[src/rtl/fd_pkg.sv]
// Shared definitions for the bitstream fast detector.
// Assumes: cause vector bit positions are fixed and visible at the top port.
package fd_pkg;
    localparam int CAUSE_OVER  = 0;   // zero count above maximum
    localparam int CAUSE_UNDER = 1;   // zero count below minimum
    typedef logic [1:0] cause_t;
endpackage

[src/rtl/fd_window.sv]
// Sliding-window zero counter over the raw modulator bitstream.
// Keeps MAXWIN bits of history (bit 0 newest) and updates the zero count
// incrementally from the entering bit and the bit leaving at length eff.
// Assumes: eff is already clamped to 1..MAXWIN; flush reloads all-ones.
module fd_window #(
    parameter int MAXWIN = 32,
    parameter int CW     = $clog2(MAXWIN + 1)
) (
    input  logic          clk,
    input  logic          rst_n,
    input  logic          flush,
    input  logic          bit_en,
    input  logic          bit_in,
    input  logic [CW-1:0] eff,
    output logic [CW-1:0] zcnt
);
    localparam int IW = $clog2(MAXWIN);

    logic [MAXWIN-1:0] hist;
    logic [CW-1:0]     effm1;
    logic              enter_z;
    logic              leave_z;

    // Locate the bit about to leave the window.
    always_comb begin
        effm1   = eff - CW'(1);
        enter_z = ~bit_in;
        leave_z = ~hist[effm1[IW-1:0]];
    end

    // Shift history and adjust the zero count on each accepted bit.
    always_ff @(posedge clk) begin
        if (!rst_n || flush) begin
            hist <= '1;
            zcnt <= '0;
        end else if (bit_en) begin
            hist <= {hist[MAXWIN-2:0], bit_in};
            zcnt <= zcnt + CW'(enter_z) - CW'(leave_z);
        end
    end

    AST_CNT_BOUND: assert property (@(posedge clk) disable iff (!rst_n)
        zcnt <= CW'(MAXWIN));
    AST_IDLE_HOLD: assert property (@(posedge clk) disable iff (!rst_n)
        (!bit_en && !flush) |=> $stable(zcnt));
    AST_FLUSH_ZERO: assert property (@(posedge clk) disable iff (!rst_n)
        flush |=> (zcnt == '0));
endmodule

[src/rtl/fd_blank.sv]
// Start-up blanking and window-change detection.
// Counts accepted bits up to BLANK after reset or a length change, and
// requests a history flush whenever the effective length differs from
// the registered one.
// Assumes: eff is clamped; a flush cycle drops the offered bit.
module fd_blank #(
    parameter int BLANK  = 32,
    parameter int MINWIN = 4,
    parameter int CW     = 6,
    parameter int BW     = $clog2(BLANK + 1)
) (
    input  logic          clk,
    input  logic          rst_n,
    input  logic          bit_en,
    input  logic [CW-1:0] eff,
    output logic          flush,
    output logic          armed
);
    logic [CW-1:0] len_q;
    logic [BW-1:0] bcnt;

    // Decode change and armed state.
    always_comb begin
        flush = (eff != len_q);
        armed = (bcnt == BW'(BLANK));
    end

    // Track the length in use and advance the blanking count.
    always_ff @(posedge clk) begin
        if (!rst_n) begin
            len_q <= CW'(MINWIN);
            bcnt  <= '0;
        end else if (flush) begin
            len_q <= eff;
            bcnt  <= '0;
        end else if (bit_en && !armed) begin
            bcnt  <= bcnt + BW'(1);
        end
    end

    AST_RESTART_BLANK: assert property (@(posedge clk) disable iff (!rst_n)
        flush |=> !armed);
    AST_ARM_STAYS: assert property (@(posedge clk) disable iff (!rst_n)
        (armed && !flush) |=> armed);
endmodule

[src/rtl/fd_trip.sv]
// Limit comparison and sticky trip-zone stage.
// Raises the live error when armed and the count is outside
// [zmin, zmax]; latches trip and per-limit cause until a clear arrives
// in a fault-free cycle.
// Assumes: an active error takes priority over the clear.
module fd_trip
    import fd_pkg::*;
#(
    parameter int CW = 6
) (
    input  logic          clk,
    input  logic          rst_n,
    input  logic          armed,
    input  logic [CW-1:0] zcnt,
    input  logic [CW-1:0] zmax,
    input  logic [CW-1:0] zmin,
    input  logic          trip_clr,
    output logic          fd_err,
    output logic          trip_out,
    output cause_t        cause
);
    logic over_m;
    logic under_m;

    // Compare the count against both limits.
    always_comb begin
        over_m  = (zcnt > zmax);
        under_m = (zcnt < zmin);
        fd_err  = armed && (over_m || under_m);
    end

    // Latch trip and cause, clear only when no fault is present.
    always_ff @(posedge clk) begin
        if (!rst_n) begin
            trip_out <= 1'b0;
            cause    <= '0;
        end else if (fd_err) begin
            trip_out            <= 1'b1;
            cause[CAUSE_OVER]   <= cause[CAUSE_OVER]  | over_m;
            cause[CAUSE_UNDER]  <= cause[CAUSE_UNDER] | under_m;
        end else if (trip_clr) begin
            trip_out <= 1'b0;
            cause    <= '0;
        end
    end

    AST_ERR_TRIPS: assert property (@(posedge clk) disable iff (!rst_n)
        fd_err |=> trip_out);
    AST_TRIP_HOLD: assert property (@(posedge clk) disable iff (!rst_n)
        (trip_out && !trip_clr) |=> trip_out);
    AST_CLR_WORKS: assert property (@(posedge clk) disable iff (!rst_n)
        (trip_clr && !fd_err) |=> (!trip_out && cause == '0));
    AST_QUIET_UNARMED: assert property (@(posedge clk) disable iff (!rst_n)
        (!armed && !trip_out) |=> !trip_out);
    AST_OVER_CAUSE: assert property (@(posedge clk) disable iff (!rst_n)
        (armed && over_m) |=> cause[CAUSE_OVER]);
    AST_UNDER_CAUSE: assert property (@(posedge clk) disable iff (!rst_n)
        (armed && under_m) |=> cause[CAUSE_UNDER]);
endmodule

[src/rtl/bitwin_fast_detect.sv]
// Raw-bitstream zero-density fast over-current detector.
// Clamps the requested window, counts zeros in the sliding window,
// blanks after reset or length change, and drives a sticky trip output.
// Assumes: bit_en is a single-cycle strobe synchronous to clk.
module bitwin_fast_detect
    import fd_pkg::*;
#(
    parameter int MAXWIN = 32,
    parameter int MINWIN = 4,
    parameter int BLANK  = 32,
    parameter int CW     = $clog2(MAXWIN + 1)
) (
    input  logic          clk,
    input  logic          rst_n,
    input  logic          bit_en,
    input  logic          bit_in,
    input  logic [CW-1:0] win_len,
    input  logic [CW-1:0] zmax_lim,
    input  logic [CW-1:0] zmin_lim,
    input  logic          trip_clr,
    output logic          fd_err,
    output logic          trip_out,
    output logic [1:0]    cause
);
    localparam logic [CW-1:0] LO_W = CW'(MINWIN);
    localparam logic [CW-1:0] HI_W = CW'(MAXWIN);

    logic [CW-1:0] eff;
    logic [CW-1:0] zcnt;
    logic          flush;
    logic          armed;

    // Clamp the requested window to the supported range.
    always_comb begin
        if (win_len < LO_W)      eff = LO_W;
        else if (win_len > HI_W) eff = HI_W;
        else                     eff = win_len;
    end

    fd_blank #(.BLANK(BLANK), .MINWIN(MINWIN), .CW(CW)) u_blank (
        .clk(clk), .rst_n(rst_n), .bit_en(bit_en), .eff(eff),
        .flush(flush), .armed(armed)
    );

    fd_window #(.MAXWIN(MAXWIN), .CW(CW)) u_win (
        .clk(clk), .rst_n(rst_n), .flush(flush), .bit_en(bit_en),
        .bit_in(bit_in), .eff(eff), .zcnt(zcnt)
    );

    fd_trip #(.CW(CW)) u_trip (
        .clk(clk), .rst_n(rst_n), .armed(armed), .zcnt(zcnt),
        .zmax(zmax_lim), .zmin(zmin_lim), .trip_clr(trip_clr),
        .fd_err(fd_err), .trip_out(trip_out), .cause(cause)
    );

    AST_WIN_CLAMPED: assert property (@(posedge clk) disable iff (!rst_n)
        (eff >= LO_W) && (eff <= HI_W));
endmodule

[config.mk]
export PLATFORM = sky130hd
export DESIGN_NAME = bitwin_fast_detect
export DESIGN_NICKNAME = d
export VERILOG_FILES = /design/src/rtl/fd_pkg.sv /design/src/rtl/fd_window.sv /design/src/rtl/fd_blank.sv /design/src/rtl/fd_trip.sv /design/src/rtl/bitwin_fast_detect.sv
export SDC_FILE = /design/constraint.sdc
export NUM_CORES = 1
export LEC_CHECK = 0
export BUFFER_PORTS_ARGS = -buffer_cell sky130_fd_sc_hd__buf_4
export CORE_AREA = 2 2 95 97
export DETAILED_ROUTE_END_ITERATION = 7
export DIE_AREA = 0 0 97 99
export GPL_ROUTABILITY_DRIVEN = 1
export SYNTH_ARGS = -nofsm -noshare
export SYNTH_HDL_FRONTEND = slang
export SYNTH_HIERARCHICAL = 1
export SYNTH_SLANG_ARGS = --single-unit
export TNS_END_PERCENT = 30
[constraint.sdc]
create_clock -name clk -period 6.63 [get_ports clk]
set_input_delay 1.326 -clock clk [delete_from_list [all_inputs] [get_ports clk]]
set_output_delay 1.326 -clock clk [all_outputs]
set_load 0.02 [all_outputs]
==> results of run 1 <==
## flip-flops by register name, summed over array words and instances (netlist names)
register,cells
u_blank/bcnt,6
u_win/hist,32
u_trip/trip_out,1
u_trip/cause,2
u_win/zcnt,6
u_blank/len_q,6
## where the power goes
part           internal, W  switching (W)  total [W]  leakage (nW)
combinational    0.0000308      0.0000317  0.0000625         0.868
sequential        0.000320     0.00000114   0.000321         0.429
clock            0.0000731       0.000104   0.000177        0.0439
total             0.000424       0.000137   0.000561          1.34
## metal layers
| layer | up-vias | global-route usage | wire length, um |
|---|---|---|---|
| met5 | - | 0 | 0 |
| met4 | 0 | 0.0293 | 35 |
| met3 | 4 | 0.0262 | 189 |
| met2 | 27 | 0.186 | 2490 |
| met1 | 978 | 0.147 | 2550 |
| li1 | 1113 | - | - |
## cell families after synthesis
logic type / Yosys count / share of synthesized area
AOI/OAI and AO/OA: 36 / 0.0994
DFF: 53 / 0.359
xor gates and xnor gates: 13 / 0.0385
adders and majority gates: 21 / 0.0914
and+or+nand+nor: 93 / 0.162
muxes: 47 / 0.201
buffers and inverters: 37 / 0.0491
## worst max-delay path: stages
cell,delay [ns]
buf_4,0.14
nor3b_1,0.46
inv_1,0.09
ha_1,0.52
mux4_2,0.36
mux4_2,0.47
mux2i_1,0.18
ha_1,0.15
inv_1,0.04
ha_1,0.20
fa_1,0.41
a21o_1,0.21
a21oi_1,0.18
xnor2_1,0.14
mux2i_1,0.10
nor2_1,0.11
## metrics by stage
stage	power [W]	instances	setup WS [ns]	instance area, um^2
floorplan	0.000372	300	1.75	2960
global placement	0.000391	424	1.66	3260
detailed placement	0.000392	424	1.52	3260
CTS	0.000573	432	1.79	3350
global route	0.000589	432	1.53	3350
finish	0.000561	432	1.79	3350
## worst paths after layout
path | from | end | slack (ns) | cells after the start
max | win_len[5] | u_win/zcnt[4] | 1.79 | 16
max reg2reg | u_win/hist[0] | u_win/zcnt[4] | 3.58 | 12
min | u_trip/cause[0] | u_trip/cause[0] | 0.46 | 2
min reg2reg | u_trip/cause[0] | u_trip/cause[0] | 0.46 | 2
## area by class of cell
| cell class | count | area (um^2) | share of cell area |
|---|---|---|---|
| clock inverters | 3 | 17.5 | 0.00524 |
| clock buffers | 5 | 68.8 | 0.0206 |
| flip-flops and latches | 53 | 1060 | 0.317 |
| multi-input cells | 210 | 1760 | 0.526 |
| repair buffers | 28 | 210 | 0.0628 |
| well taps | 108 | 135 | 0.0404 |
| inverters | 25 | 93.8 | 0.0280 |
## synth_stat cells, types with 5 or more instances
library cell / n
a21oi_1: 5
and2_1: 6
clkbuf_1: 6
dfxtp_1: 53
ha_1: 20
inv_1: 25
mux2i_1: 37
mux4_2: 10
nand2_1: 40
nand2b_1: 7
nor2_1: 9
nor3_1: 5
xnor2_1: 10
## cells in the final DEF, fill, tap and decap left out, types with 2 or more instances in the layout
| cell type | Yosys | layout |
|---|---|---|
| nand2b_1 | 7 | 7 |
| or3b_1 | 2 | 2 |
| nor2_1 | 9 | 9 |
| a211oi_2 | 2 | 2 |
| inv_1 | 25 | 25 |
| nand2_1 | 40 | 40 |
| clkbuf_8 | 0 | 5 |
| o211ai_1 | 2 | 2 |
| a21oi_1 | 5 | 5 |
| xor2_1 | 3 | 3 |
| o21ai_1 | 2 | 2 |
| nor2b_1 | 4 | 3 |
| dfxtp_1 | 53 | 53 |
| a311oi_1 | 2 | 2 |
| xnor2_1 | 10 | 10 |
| nand4b_1 | 2 | 2 |
| mux4_2 | 10 | 10 |
| a21o_1 | 4 | 4 |
| buf_4 | 1 | 28 |
| nor3b_1 | 3 | 2 |
| mux2i_1 | 37 | 37 |
| nor4b_1 | 2 | 2 |
| nand3_1 | 4 | 4 |
| a31oi_1 | 3 | 3 |
| ha_1 | 20 | 20 |
| nand4_1 | 3 | 3 |
| nor3_1 | 5 | 5 |
| a211oi_1 | 4 | 4 |
| and2_1 | 6 | 6 |
| clkinv_2 | 0 | 2 |
==> impl_metrics.json, run 1 <==
{
  "max-clock-path-buffers": 2,
  "startpoint_type": "primary input",
  "synth_top_flop_cell": "dfxtp_1",
  "post-cts-setup-buffer-count": 0,
  "worst-path-max-fanout": 8,
  "final_period_demand_of_the_worst_path_ns": 4.84,
  "hpwlAfterDp_um": 3910,
  "fin_worst_skew_ns": 0.00787,
  "holdBufCountCts": 0,
  "period_share": 0.730,
  "grt_pass1_wl_um": 9040,
  "vias_per_cell": 4.91,
  "row_count": 34,
  "summed_negative_setup_slack_over_all_endpoints_ns": 0,
  "worstHoldPathType": "flop to flop",
  "ys_async_sr_fraction": 0,
  "synthesis.area_per_instance_um2": 9.86,
  "fin_nets": 367,
  "power-per-cell-area_nw_per_um2": 168,
  "numCtsBuffers": 5,
  "initial_utilization": 0.346,
  "detailedRoute.firstPassIterationCount": 4,
  "crit_path_end_kind": "flop",
  "synth.top_cell.area_share": 0.359,
  "clkTransAtPathRegs_ns": 0.10,
  "worst_skew_pair_latency_ns": 0.30,
  "max_freq_mhz": 207,
  "num_io_pins": 27,
  "synth_fp_nets": 344,
  "grt_setup_unrepaired": "no",
  "ys_seq_area_frac": 0.359,
  "grt_max_degree": 53,
  "floorplan.core_area_um2": 8550,
  "power.leakage_nw": 1.34,
  "synth.area.top_cells": "dfxtp_1 (36%), mux2i_1 (13%), ha_1 (8.5%), mux4_2 (7.6%), nand2_1 (5.1%)",
  "run_status": "completed",
  "cts_tree": "done",
  "clock_tree.htree_level_count": 2,
  "crit_path_category": "primary input to flop",
  "routed_wirelength_um": 5260,
  "routed_wire_length_per_instance_um": 12.2,
  "filler_cell_count": 862,
  "yosys_warnings": 6,
  "clock_tree_root_driver_cell": "clkbuf_8",
  "fraction_of_final_layout_cells_with_drive_strength_greater_than_1": 0.179,
  "die_x_um": 97,
  "antenna_left": 0,
  "tritoncts_num_sinks": 53,
  "gp_routability_congestion": 0.819,
  "die_area_um2": 9600,
  "synth_enable_flop_cells": 0,
  "gr-usage-all-layers": 0.112,
  "synth_top_cell_by_area": "dfxtp_1",
  "number_of_vias_after_detailed_routing": 2122,
  "grt_overflow": 0,
  "postSynthCellCount": 300,
  "final_max_slew_viol_count": 0,
  "cts_resized": 0,
  "worst_slew_pin_slew_ns": 0.707,
  "synth_cell_type_count": 50,
  "syn-cell-area_um2": 2960,
  "grt_antenna_before_repair": 0,
  "synth_seq_cells": 53,
  "vias_in_the_first_global_route": 2015,
  "fin_worst_hold_slack_ns": 0.464,
  "die_h_um": 99,
  "finish.utilization": 0.391,
  "diodes": 0,
  "max_slew_margin": 0.529,
  "route.detailed.drc": 0,
  "worst-endpoint-arrival_ns": 5.09,
  "layout_overhead_on_the_synthesized_area_pct": 13.1,
  "cap_viol_max_count": 0,
  "buffer_ports.inserted": 26,
  "dr.first_iter.drc_count": 61,
  "report.final.hold_viol_count": 0,
  "setup_violations": 0,
  "endpoint_required_time_on_the_critical_path_ns": 6.88,
  "irDropWorstVdd_v": 0.000114
}
No activity file was read; power rests on OpenSTA's default activity.
==> run 2, diff against run 1 <==
==> constraint.sdc (replaced) <==
create_clock -name clk -period 4.1 [get_ports clk]
set_input_delay 0.82 -clock clk [delete_from_list [all_inputs] [get_ports clk]]
set_output_delay 0.82 -clock clk [all_outputs]
set_load 0.02 [all_outputs]
==> run 2 against run 1 <==
Against the previous run:
- sequential share of layout area fell by 1.4 points
- highest routed layer unchanged
- clock power rose by 140%
- combinational power rose by 81%
==> impl_metrics.json, run 2 (synthesis gave the netlist of run 1 again) <==
{
  "run_status": "completed",
  "clock_tree.htree_level_count": 2,
  "crit_path_category": "primary input to flop",
  "diodes": 0,
  "finish.utilization": 0.409,
  "dr.first_iter.drc_count": 69,
  "gp_routability_congestion": 0.765,
  "final_max_slew_viol_count": 0,
  "clkTransAtPathRegs_ns": 0.10,
  "report.final.hold_viol_count": 0,
  "largest_register": "u_win/hist",
  "final_common_cell": "dfxtp_1",
  "fraction_of_final_layout_cells_with_drive_strength_greater_than_1": 0.212,
  "die_x_um": 97,
  "final_period_demand_of_the_worst_path_ns": 3.91,
  "setup_violations": 0,
  "routed_wire_length_per_instance_um": 12.4,
  "numCtsBuffers": 5,
  "worstHoldPathType": "flop to flop",
  "largest_register_ff_count": 32,
  "gr-usage-all-layers": 0.118,
  "power.leakage_nw": 1.42,
  "power-per-cell-area_nw_per_um2": 302,
  "worst_skew_pair_latency_ns": 0.31,
  "vias_per_cell": 4.93,
  "antenna_left": 0,
  "worst_slew_pin_slew_ns": 0.732,
  "initial_utilization": 0.346,
  "cts_resized": 0,
  "grt_pass1_wl_um": 9380,
  "crit_path_end_kind": "flop",
  "detailedRoute.firstPassIterationCount": 4,
  "cts_tree": "done",
  "summed_negative_setup_slack_over_all_endpoints_ns": 0,
  "grt_antenna_before_repair": 0,
  "clock_tree_root_driver_cell": "clkbuf_8",
  "path_common_cell": "ha_1",
  "buffer_ports.inserted": 26,
  "max-clock-path-buffers": 2,
  "grt_overflow": 0,
  "hpwlAfterDp_um": 4020,
  "die_h_um": 99,
  "filler_cell_count": 835,
  "max_freq_mhz": 256,
  "row_count": 34,
  "number_of_vias_after_detailed_routing": 2186,
  "holdBufCountCts": 0,
  "period_share": 0.953,
  "grt_max_degree": 53,
  "routed_wirelength_um": 5480,
  "most-common-layout-cells": "dfxtp_1 (53), nand2_1 (40), buf_4 (38)",
  "worst-path-max-fanout": 8,
  "layout_overhead_on_the_synthesized_area_pct": 18.4,
  "die_area_um2": 9600,
  "stdcell_area_um2": 3500,
  "floorplan.core_area_um2": 8550,
  "grt_setup_unrepaired": "no",
  "worst_path_largest_cell_delay_ns": 0.46,
  "fin_worst_skew_ns": 0.00743,
  "cap_viol_max_count": 0,
  "max_slew_margin": 0.512,
  "place_area_um2": 3360,
  "route.detailed.drc": 0,
  "worst-endpoint-arrival_ns": 4.11,
  "num_io_pins": 27,
  "tritoncts_num_sinks": 53,
  "post-cts-setup-buffer-count": 0,
  "irDropWorstVdd_v": 0.000178,
  "startpoint_type": "primary input",
  "place.detailed.instances": 435,
  "cp_cell_sequence": "buf_4 > nor3_1 > nor3b_1 > inv_1 > ha_1 > buf_12 > mux4_2 > mux4_2 > mux2i_1 > ha_1 > inv_1 > ha_1 > a21o_1 > a31oi_2 > mux2i_1 > a31o_2 > a21oi_1",
  "endpoint_required_time_on_the_critical_path_ns": 4.30,
  "vias_in_the_first_global_route": 2029,
  "critPathSlowestCell": "mux4_2",
  "final-instance-count-excl-fill": 443,
  "fin_nets": 378
}
==> run 2: final timing paths <==
check | startpoint | endpoint | slack (ns) | cells past startpoint
max | win_len[4] | u_win/zcnt[5] | 0.19 | 17
min reg2reg | u_trip/cause[0] | u_trip/cause[0] | 0.47 | 2
max reg2reg | u_win/hist[0] | u_win/zcnt[5] | 1.14 | 11
min | u_trip/cause[0] | u_trip/cause[0] | 0.47 | 2
==> run 2: layer usage <==
metal,global-route usage,share of wire,vias to the layer above
li1,-,-,1131
met3,0.0355,0.043,6
met4,0.0260,0.0097,0
met1,0.151,0.47,1015
met2,0.197,0.48,34
met5,0,0,-
==> run 2: per-stage QoR <==
stage,power [W],worst slack (ns),hold WS [ns]
6_report,0.00106,0.193,0.473
5_1_grt,0.00110,0.00759,0.518
4_1_cts,0.00108,0.180,0.470
3_5_place_dp,0.000646,-0.158,0.453
3_3_place_gp,0.000645,-0.121,0.451
2_1_floorplan,0.000603,0.00661,0.436
==> run 2: layout make-up <==
| type | instances | area, um^2 | area share |
|---|---|---|---|
| Timing Repair Buffer | 39 | 305 | 0.0872 |
| Inverter | 25 | 93.8 | 0.0268 |
| Tap cell | 108 | 135 | 0.0386 |
| Sequential cell | 53 | 1060 | 0.303 |
| Multi-Input combinational cell | 210 | 1770 | 0.505 |
| Clock inverter | 3 | 68.8 | 0.0197 |
| Clock buffer | 5 | 68.8 | 0.0197 |
==> run 2: report_power, final <==
part	internal, W	switching, W	total, W	leakage (nW)
logic	0.0000599	0.0000536	0.000113	0.924
clock network	0.000246	0.000180	0.000426	0.0687
registers	0.000518	0.00000174	0.000519	0.429
==> run 2: critical path: cells and delay by family <==
| family | cells | cell delay (ns) |
|---|---|---|
| AOI/OAI and AO/OA | 4 | 0.65 |
| and+or+nand+nor | 2 | 0.38 |
| adders and majority gates | 3 | 0.68 |
| muxes | 4 | 1.20 |
| buffers and inverters | 4 | 0.38 |
==> run 3, diff against run 2 <==
--- a/config.mk
+++ b/config.mk
@@ -6,9 +6,9 @@
 export NUM_CORES = 1
 export LEC_CHECK = 0
 export BUFFER_PORTS_ARGS = -buffer_cell sky130_fd_sc_hd__buf_4
-export CORE_AREA = 2 2 95 97
+export CORE_AREA = 2 2 89 91
 export DETAILED_ROUTE_END_ITERATION = 7
-export DIE_AREA = 0 0 97 99
+export DIE_AREA = 0 0 91 93
 export GPL_ROUTABILITY_DRIVEN = 1
 export SYNTH_ARGS = -nofsm -noshare
 export SYNTH_HDL_FRONTEND = slang
==> constraint.sdc (replaced) <==
create_clock -name clk -period 3.8 [get_ports clk]
set_input_delay 0.76 -clock clk [delete_from_list [all_inputs] [get_ports clk]]
set_output_delay 0.76 -clock clk [all_outputs]
set_load 0.02 [all_outputs]
==> run 3 against run 2 <==
Against the previous run:
- design area grew 2.1%
- sequential share of layout area shrank 0.64 points
- utilization grew 6.6 points
- first-iteration DRC count grew 28%
- die area shrank 12%
- sequential power grew 7.9%
- critical endpoint is now u_win/zcnt[4]
- largest cell class unchanged
- largest power group unchanged
==> impl_metrics.json, run 3 (synthesis gave the netlist of run 1 again) <==
{
  "gr-usage-all-layers": 0.135,
  "run_status": "completed",
  "endpoint_required_time_on_the_critical_path_ns": 4.04,
  "power.total_w": 0.00104,
  "largest_register_ff_count": 32,
  "buffer_ports.inserted": 26,
  "stdcell_area_um2": 3580,
  "clkTransAtPathRegs_ns": 0.10,
  "routed_wirelength_um": 5410,
  "critPathSlowestCell": "mux4_2",
  "cp_cell_sequence": "buf_6 > nor3_4 > nor3b_4 > buf_6 > mux4_2 > mux4_2 > mux2i_2 > ha_2 > inv_2 > buf_6 > fa_2 > a21o_1 > a21oi_2 > xnor2_1 > mux2i_1 > nor2_1",
  "report.final.hold_viol_count": 0,
  "grt_antenna_before_repair": 0,
  "floorplan.core_area_um2": 7530,
  "crit_path_end_kind": "flop",
  "initial_utilization": 0.393,
  "routed_wire_length_per_instance_um": 12.3,
  "worst_path_largest_cell_delay_ns": 0.51,
  "max_freq_mhz": 277,
  "detailedRoute.firstPassIterationCount": 4,
  "path_common_cell": "buf_6",
  "final-instance-count-excl-fill": 440,
  "largest_register": "u_win/hist",
  "cap_viol_max_count": 0,
  "worst-path-max-fanout": 8,
  "hpwlAfterDp_um": 3960,
  "num_io_pins": 27,
  "cp.buffers_inverters": 4,
  "power-per-cell-area_nw_per_um2": 292,
  "max_slew_margin": 0.512,
  "layout_overhead_on_the_synthesized_area_pct": 20.9,
  "setup_violations": 0,
  "final_common_cell": "dfxtp_1",
  "gp_routability_congestion": 0.823,
  "place.detailed.instances": 431,
  "final_max_slew_viol_count": 0,
  "fin_nets": 381,
  "tritoncts_num_sinks": 53,
  "die_area_um2": 8460,
  "worst-endpoint-arrival_ns": 3.86,
  "power.leakage_nw": 1.43,
  "grt_pass1_wl_um": 9410,
  "holdBufCountCts": 0,
  "worst_slew_pin_slew_ns": 0.733,
  "row_count": 32,
  "die_h_um": 93,
  "die_x_um": 91,
  "max-clock-path-buffers": 2,
  "cts_tree": "done",
  "numCtsBuffers": 5,
  "grt_setup_unrepaired": "yes",
  "number_of_vias_after_detailed_routing": 2173,
  "worstHoldPathType": "flop to flop",
  "grt_overflow": 0,
  "most-common-layout-cells": "dfxtp_1 (53), nand2_1 (40), buf_4 (36), mux2i_1 (36), inv_1 (22)",
  "route.detailed.drc": 0,
  "place_area_um2": 3420,
  "vias_in_the_first_global_route": 2088,
  "fin_worst_hold_slack_ns": 0.465,
  "diodes": 0,
  "clock_tree.htree_level_count": 2,
  "dr.first_iter.drc_count": 88,
  "crit_path_category": "primary input to flop",
  "fraction_of_final_layout_cells_with_drive_strength_greater_than_1": 0.251,
  "vias_per_cell": 4.94,
  "period_share": 0.951,
  "clock_tree_root_driver_cell": "clkbuf_8",
  "fin_worst_skew_ns": 0.00601,
  "irDropWorstVdd_v": 0.000172,
  "startpoint_type": "primary input",
  "final_period_demand_of_the_worst_path_ns": 3.61,
  "antenna_left": 0,
  "timing.critical_path.max_delay_family": "multiplexers",
  "grt_max_degree": 53,
  "worst_skew_pair_latency_ns": 0.30
}
==> run 3: power breakdown <==
part / internal [W] / switching [W] / leakage (nW)
Clock: 0.000169 / 0.000186 / 0.0549
Sequential: 0.000558 / 0.00000194 / 0.429
Combinational: 0.0000686 / 0.0000603 / 0.948
==> run 3: metrics by stage <==
| step | worst slack, ns | setup TNS (ns) | util |
|---|---|---|---|
| finish | 0.186 | 0 | 0.475 |
| global route | -0.0377 | -0.0377 | 0.475 |
| CTS | 0.0229 | 0 | 0.468 |
| detailed placement | -0.307 | -0.927 | 0.454 |
| global placement | -0.221 | -0.616 | 0.454 |
| floorplan | -0.113 | -0.219 | - |
==> run 3: area by class of cell <==
type                    instances  area [um^2]
clock inverters                 1         8.76
multi-input cells             210         1850
clock buffers                   7         96.3
well taps                     102          128
inverters                      25         93.8
repair buffers                 42          342
flip-flops and latches         53         1060
fillers                       731         3950
==> run 3: worst register-to-register path, cell delays in order (launching register included) <==
cell,delay [ns]
dfxtp_1,0.34
mux4_2,0.47
mux4_2,0.49
mux2i_2,0.16
ha_2,0.19
inv_2,0.05
buf_6,0.11
fa_2,0.36
a21o_1,0.20
a21oi_2,0.14
xnor2_1,0.12
mux2i_1,0.09
nor2_1,0.10
==> run 3: routing by layer <==
layer | part of all wire | global-route usage | vias up
met2 | 0.46 | 0.230 | 30
met4 | 0.011 | 0.0455 | 0
met5 | 0 | 0 | -
li1 | - | - | 1134
met3 | 0.033 | 0.0258 | 5
met1 | 0.49 | 0.173 | 1004
==> run 3: timing repair <==
item | CTS | global route
gates resized for setup | 0 | 10
setup buffers | 0 | 1
endpoints found under the setup margin | 0 | 2
==> run 3: worst paths after layout <==
path | from | endpoint | slack, ns | cells past startpoint
setup reg to reg | u_win/hist[28] | u_win/zcnt[4] | 0.92 | 12
hold / removal | u_trip/cause[0] | u_trip/cause[0] | 0.46 | 2
setup / recovery | win_len[2] | u_win/zcnt[4] | 0.19 | 16
hold reg to reg | u_trip/cause[0] | u_trip/cause[0] | 0.46 | 2
